[config.mk]
export PLATFORM = sky130hd
export DESIGN_NAME = txdesc_seq
export DESIGN_NICKNAME = d
export VERILOG_FILES = /design/src/rtl/txds_pkg.sv /design/src/rtl/txds_ctrl.sv /design/src/rtl/txds_dpath.sv /design/src/rtl/txdesc_seq.sv
export SDC_FILE = /design/constraint.sdc
export NUM_CORES = 1
export LEC_CHECK = 0
export CAP_MARGIN = 5
export CORE_MARGIN = 2
export CORE_UTILIZATION = 40
export CTS_BUF_LIST = sky130_fd_sc_hd__clkbuf_8 sky130_fd_sc_hd__clkbuf_16
export DETAILED_ROUTE_END_ITERATION = 8
export GPL_ROUTABILITY_DRIVEN = 0
export PLACE_DENSITY = 0.76
export SLEW_MARGIN = 15
export SYNTH_ARGS = -nofsm -noshare
export SYNTH_HDL_FRONTEND = slang
export SYNTH_HIERARCHICAL = 1
export SYNTH_SLANG_ARGS = --single-unit
[constraint.sdc]
create_clock -name clk -period 2.1 [get_ports clk]
set_input_delay 0.42 -clock clk [delete_from_list [all_inputs] [get_ports clk]]
set_output_delay 0.42 -clock clk [all_outputs]
set_load 0.02 [all_outputs]
[src/rtl/txds_pkg.sv]
package txds_pkg;
  localparam int POS_W  = 2;
  localparam int NFLAG  = 4;
  localparam int F_ABT  = 0;
  localparam int F_UF   = 1;
  localparam int F_UR   = 2;
  localparam int F_EMPTY = 3;
  localparam logic [POS_W-1:0] POS_MID    = 2'b00;
  localparam logic [POS_W-1:0] POS_FIRST  = 2'b10;
  localparam logic [POS_W-1:0] POS_SINGLE = 2'b11;

  typedef enum logic [2:0] {
    S_IDLE, S_ACTIVE, S_WB_OK, S_WB_ABT, S_WB_UF, S_HALT
  } seq_state_t;

  typedef struct packed {
    logic clearAll;
    logic accept;
    logic abortDma;
    logic setAbt;
    logic setUf;
    logic setUr;
    logic setEmpty;
  } seq_strb_t;
endpackage

[src/rtl/txds_ctrl.sv]
module txds_ctrl
  import txds_pkg::*;
(
  input  logic             clk,
  input  logic             rstN,
  input  logic             swReset,
  input  logic             descRd,
  input  logic             descActive,
  input  logic [POS_W-1:0] prevPos,
  input  logic             frameDone,
  input  logic             txAbort,
  input  logic             txUnderflow,
  input  logic             wbAck,
  output seq_strb_t        strb,
  output logic             wbReq,
  output logic             halted
);
  seq_state_t state, stateNxt;
  logic prevOpen;

  assign prevOpen = (prevPos == POS_MID) || (prevPos == POS_FIRST);

  always_comb begin
    stateNxt = state;
    strb     = '0;
    strb.clearAll = swReset;
    if (!swReset) begin
      unique case (state)
        S_IDLE: if (descRd) begin
          if (descActive) begin
            strb.accept = 1'b1;
            stateNxt    = S_ACTIVE;
          end else if (prevOpen) begin
            strb.setEmpty = 1'b1;
            stateNxt      = S_HALT;
          end
        end
        S_ACTIVE: begin
          if (txAbort) begin
            strb.abortDma = 1'b1;
            stateNxt      = S_WB_ABT;
          end else if (txUnderflow) begin
            strb.setUf = 1'b1;
            stateNxt   = S_WB_UF;
          end else if (frameDone) begin
            stateNxt = S_WB_OK;
          end
        end
        S_WB_OK:  if (wbAck) stateNxt = S_IDLE;
        S_WB_ABT: if (wbAck) begin
          strb.setAbt = 1'b1;
          stateNxt    = S_IDLE;
        end
        S_WB_UF:  if (wbAck) begin
          strb.setUr = 1'b1;
          stateNxt   = S_IDLE;
        end
        S_HALT:   stateNxt = S_HALT;
        default:  stateNxt = S_IDLE;
      endcase
    end else begin
      stateNxt = S_IDLE;
    end
  end

  always_ff @(posedge clk) begin
    if (!rstN) state <= S_IDLE;
    else       state <= stateNxt;
  end

  assign wbReq  = (state == S_WB_OK) || (state == S_WB_ABT) || (state == S_WB_UF);
  assign halted = (state == S_HALT);
endmodule

[src/rtl/txds_dpath.sv]
module txds_dpath
  import txds_pkg::*;
(
  input  logic             clk,
  input  logic             rstN,
  input  seq_strb_t        strb,
  input  logic [POS_W-1:0] descPos,
  input  logic             dmaDone,
  input  logic [NFLAG-1:0] flagClr,
  input  logic [NFLAG-1:0] intMask,
  output logic [POS_W-1:0] prevPos,
  output logic [NFLAG-1:0] flags,
  output logic             dmaAbort,
  output logic             irq
);
  logic [NFLAG-1:0] setVec;
  logic             dmaPending;

  always_comb begin
    setVec          = '0;
    setVec[F_ABT]   = strb.setAbt;
    setVec[F_UF]    = strb.setUf;
    setVec[F_UR]    = strb.setUr;
    setVec[F_EMPTY] = strb.setEmpty;
  end

  for (genvar i = 0; i < NFLAG; i++) begin : g_flag
    always_ff @(posedge clk) begin
      if (!rstN || strb.clearAll) flags[i] <= 1'b0;
      else if (setVec[i])         flags[i] <= 1'b1;
      else if (flagClr[i])        flags[i] <= 1'b0;
    end
  end

  always_ff @(posedge clk) begin
    if (!rstN || strb.clearAll) begin
      prevPos    <= POS_SINGLE;
      dmaPending <= 1'b0;
      dmaAbort   <= 1'b0;
    end else begin
      dmaAbort <= strb.abortDma && dmaPending && !dmaDone;
      if (strb.accept) begin
        prevPos    <= descPos;
        dmaPending <= 1'b1;
      end else if (dmaDone || strb.abortDma) begin
        dmaPending <= 1'b0;
      end
    end
  end

  assign irq = |(flags & intMask);
endmodule

[src/rtl/txdesc_seq.sv]
module txdesc_seq
  import txds_pkg::*;
(
  input  logic             clk,
  input  logic             rstN,
  input  logic             swReset,
  input  logic             descRd,
  input  logic             descActive,
  input  logic [POS_W-1:0] descPos,
  input  logic             dmaDone,
  input  logic             frameDone,
  input  logic             txAbort,
  input  logic             txUnderflow,
  input  logic             wbAck,
  input  logic [NFLAG-1:0] flagClr,
  input  logic [NFLAG-1:0] intMask,
  output logic             wbReq,
  output logic             dmaAbort,
  output logic [NFLAG-1:0] flags,
  output logic             irq,
  output logic             halted
);
  seq_strb_t        strb;
  logic [POS_W-1:0] prevPos;

  txds_ctrl u_ctrl (
    .clk(clk), .rstN(rstN), .swReset(swReset), .descRd(descRd),
    .descActive(descActive), .prevPos(prevPos), .frameDone(frameDone),
    .txAbort(txAbort), .txUnderflow(txUnderflow), .wbAck(wbAck),
    .strb(strb), .wbReq(wbReq), .halted(halted)
  );

  txds_dpath u_dpath (
    .clk(clk), .rstN(rstN), .strb(strb), .descPos(descPos),
    .dmaDone(dmaDone), .flagClr(flagClr), .intMask(intMask),
    .prevPos(prevPos), .flags(flags), .dmaAbort(dmaAbort), .irq(irq)
  );
endmodule

Word level (Yosys, flattened, before mapping)
Index checks and enable logic that the tools add are counted.
{"block": "totals", "mem_bits_rw": 0, "latchBits": 0, "mem_bits_ro": 0, "mem_count": 0, "out_inout_bits": 8, "ff_bits": 11}
{"block": "classes", "add_sub_neg": 0, "n_eq_ne": 10, "n_reduce_logical": 20, "bitwise_logic": 2, "n_div": 0, "order_cmp": 0, "n_shift": 0, "n_mul": 0, "muxes": 34}
{"op": "1-bit 2-to-1 mux", "n": 25}
{"op": "3-bit 2-to-1 mux", "n": 7}
{"op": "3-bit case mux with 4 select lines", "n": 1}
{"op": "2-bit nonzero test", "n": 5}
{"op": "3-bit by 2-bit == test with 1-bit output, second input constant", "n": 2}
{"op": "3-bit == test, second input constant", "n": 2}
{"op": "6-bit 2-to-1 mux", "n": 1}
{"op": "1-bit logical OR", "n": 5}
{"op": "4-bit AND", "n": 1}
{"op": "4-bit != test, second input constant", "n": 1}
{"op": "4-bit AND reduction", "n": 1}
{"op": "4-bit OR reduction", "n": 1}
{"op": "3-bit by 1-bit == test with 1-bit output, second input constant", "n": 1}
{"op": "3-bit zero test", "n": 1}
{"op": "3-bit by 2-bit != test with 1-bit output, second input constant", "n": 1}
{"op": "3-bit OR reduction", "n": 1}
{"op": "2-bit == test, second input constant", "n": 1}
{"op": "1-bit logical AND", "n": 2}
{"op": "1-bit zero test", "n": 2}
{"op": "2-bit zero test", "n": 1}
{"op": "2-bit by 1-bit != test with 1-bit output, second input constant", "n": 1}
{"op": "2-bit != test, second input constant", "n": 1}
{"op": "2-bit OR reduction", "n": 1}
{"op": "1-bit NOT", "n": 1}

Depth between registers and ports, before layout
{"block": "logic_depth", "word_depth": 10, "mapped_depth": 6, "depth_no_buf": 5}

Modules after synthesis
The synthesis kept the hierarchy.
{"mod": "txds_dpath", "area_per_inst_um2": 331.6, "seq_area_each_um2": 160.2, "instances": 1, "cells_per_inst": 33}
{"mod": "txds_ctrl", "area_per_inst_um2": 321.6, "seq_area_each_um2": 60.1, "instances": 1, "cells_per_inst": 44}

Worst setup path before layout
Ideal clock, no wire load.
{"block": "synth_path", "path_kind": "reg2reg", "startpoint": "reg u_ctrl.state[1]", "endpoint": "reg u_ctrl.state[1]", "arrival_ps": 1374, "setup_slack_ps": 601, "path_stages_with_launch": 6, "required_ps": 1975, "path_buffers": 1, "path_cell_list": "dfxtp_1 -> buf_6 -> or3b_4 -> or4_4 -> o21ai_2 -> o32ai_1"}
{"block": "synth_via", "elab_chain_cells": 4}
{"item": "start, declared", "line": "txds_ctrl.sv:18", "source": "seq_state_t state, stateNxt;"}
{"item": "start signal, assigned", "line": "txds_ctrl.sv:68", "source": "else state <= stateNxt;"}
{"item": "3-bit == test or 3-bit by 2-bit == test with 1-bit output (tied branches)", "line": "txds_ctrl.sv:28", "source": "unique case (state)"}
{"item": "3-bit OR reduction (no source line)"}
{"item": "2-bit by 1-bit != test with 1-bit output (no source line)"}
{"item": "4-bit AND reduction (no source line)"}
Several ways; a longest one is shown, not always the timed one.
A chain may end at the register's enable or synchronous reset.

Worst setup path in the final report
{"block": "layout_path", "startpoint": "in intMask[1]", "endpoint": "out irq"}
{"block": "layout_via", "elab_chain_cells": 2}
{"item": "start, declared", "line": "txdesc_seq.sv:16", "source": "input logic [NFLAG-1:0] intMask,"}
{"item": "4-bit AND", "line": "txds_dpath.sv:51", "source": "assign irq = |(flags & intMask);"}
{"item": "4-bit OR reduction", "line": "txds_dpath.sv:51"}
{"item": "end, declared", "line": "txdesc_seq.sv:20", "source": "output logic irq,"}
No other way between the ends.

==> metrics.cfg <==
[cells_and_area]
area_growth_pct=48.0
seq_area_um2=200
drive_above_1_share_pct=11.0
num_antenna_cells=0
fillCellCount=126
fin_nets=121
fin_area_um2=915
final_core_util_pct=62.2
multi_input_comb_area_um2=343

[detailed_routing]
vias=596
viasPerCell=5.14
dr.pass1.iters=4
ant_nets=0
drc=0
drt_iter0_markers=26
wl_per_cell_um=12.3
drt_wl_total_um=1430

[cts]
cts_buffers=3
clkTransAtPathRegs_ns=0.05
cts.sink_count=10
tritoncts=built
cts_root_buf=clkbuf_8
clock_path_buffers=2
clkLatencyLatePin_ns=0.24
htree_levels=1

[flow_run]
cap_violations=0

[synthesis]
synth_cells=74
ys.warnings.count=6
synth.net_count=94
syn_avg_cell_area_um2=8.35
synth_area_um2=618

[global_route]
grt.overflow.total=0
use_met3_pct=4.68
met2_usage_pct=29.0
grt_pass1_vias=571
grt_use_total_pct=17.6
use_met1_pct=19.2
grt_start_max_net_pins=11
busiest_layer=met2
antenna_found_initial=0
grt_pass1_wl_um=2390

[timing]
setup-violations-final=0
finClkSkew_ns=0.00129
rsz0062_at_grt=no
slew_headroom_pct=79.1
tightest_slew_ns=0.312
hold_viol_final=0
period_share_pct=97.3
fmax_mhz=489
setup-tns-final_ns=0
min_period_ns=2.04
final-max-slew-violation-count=0
fin_hold_ws_ns=0.487

[critical_path]
critPathKind=in -> out
critPathMaxFanout=1
worstSetupEndpointType=output port
critPathLaunchType=input port
cp.required_ns=1.68
cp.arrival_ns=1.62

[die]
io_pins=28
core_um2=1470
die_h_um=43.3
die_w_um=43.3
fp.dieArea_um2=1880
rows=14
start_util_pct=42.0

[outcome]
run_status=finished, final reports clean

[placed_design]
dp_hpwl_um=1060
port_buffers=26
dpl_cell_area_um2=857

[worst_hold_path]
min_path_type=reg -> reg

[power_and_ir_drop]
power_density_nw_per_um2=571
p_comb_share_pct=15.0
p_leak_nw=0.327
power.internal_mw=0.406
seqPwrFrac_pct=37.6
peakVddDrop_v=0.000267
switchingPower_mw=0.117
clockPowerShare_pct=47.4
switching_share_pct=22.3

## worst max-delay path, cell delays in order
cell	delay, ns
clkdlybuf4s50_1	0.46
a22oi_1	0.08
nand2_1	0.07
clkdlybuf4s50_1	0.59
## layout make-up
class                           count  area share [%]
Multi-Input combinational cell     51            37.5
Timing Repair Buffer               26            28.7
Sequential cell                    10            21.9
Clock buffer                        4            6.02
Inverter                            9            3.69
Tap cell                           16            2.19
## layer usage
layer | routed length (um) | share of wire [%] | vias to the layer above
li1 | - | - | 310
met1 | 581 | 41 | 261
met2 | 707 | 50 | 20
met3 | 91 | 6.4 | 5
met4 | 48 | 3.4 | 0
met5 | 0 | 0 | -
## stage by stage
step	power, mW	std cells	setup WS (ns)
3_5_place_dp	0.277	112	0.0427
6_report	0.522	116	0.0558
3_3_place_gp	0.276	112	0.0711
2_1_floorplan	0.237	74	0.601
5_1_grt	0.542	116	0.0350
4_1_cts	0.527	116	0.0396
## worst paths after layout
check	depth (start not counted)	from	to	slack (ns)
min	2	u_dpath/flags[2]	u_dpath/flags[2]	0.49
min reg2reg	2	u_dpath/flags[2]	u_dpath/flags[2]	0.49
max	4	intMask[1]	irq	0.06
max reg2reg	4	u_ctrl/state[0]	u_ctrl/state[1]	0.44
## power groups by stage
stage	Combinational (mW)	Sequential, mW	Clock, mW
global placement	0.0762	0.200	0
detailed placement	0.0771	0.200	0
floorplan	0.0385	0.198	0
finish	0.0782	0.196	0.248
CTS	0.0784	0.196	0.252
global route	0.0853	0.197	0.260
## sequential cells by signal, indices dropped and copies added, names as in the netlist
register            count
u_dpath/flags           4
u_ctrl/state            3
u_dpath/dmaAbort        1
u_dpath/dmaPending      1
u_dpath/prevPos         1
## repair_timing
item	CTS	global route
setup endpoints to repair	0	1
hold endpoints to repair	0	0
hold buffers	0	0
gates resized for setup	0	1
buffers inserted	0	0
## cells in the final DEF, fill, tap and decap left out, drive strengths merged, types with 2 or more instances in the layout
cell type,instances
a21oi,8
a22oi,2
a31oi,2
clkbuf,4
clkdlybuf4s50,25
dfxtp,10
inv,9
nand2,3
nand2b,10
nand3,2
nor2,3
nor3,6
o21ai,2
or3b,3
Note: power is estimated with default switching activity, not from simulation.
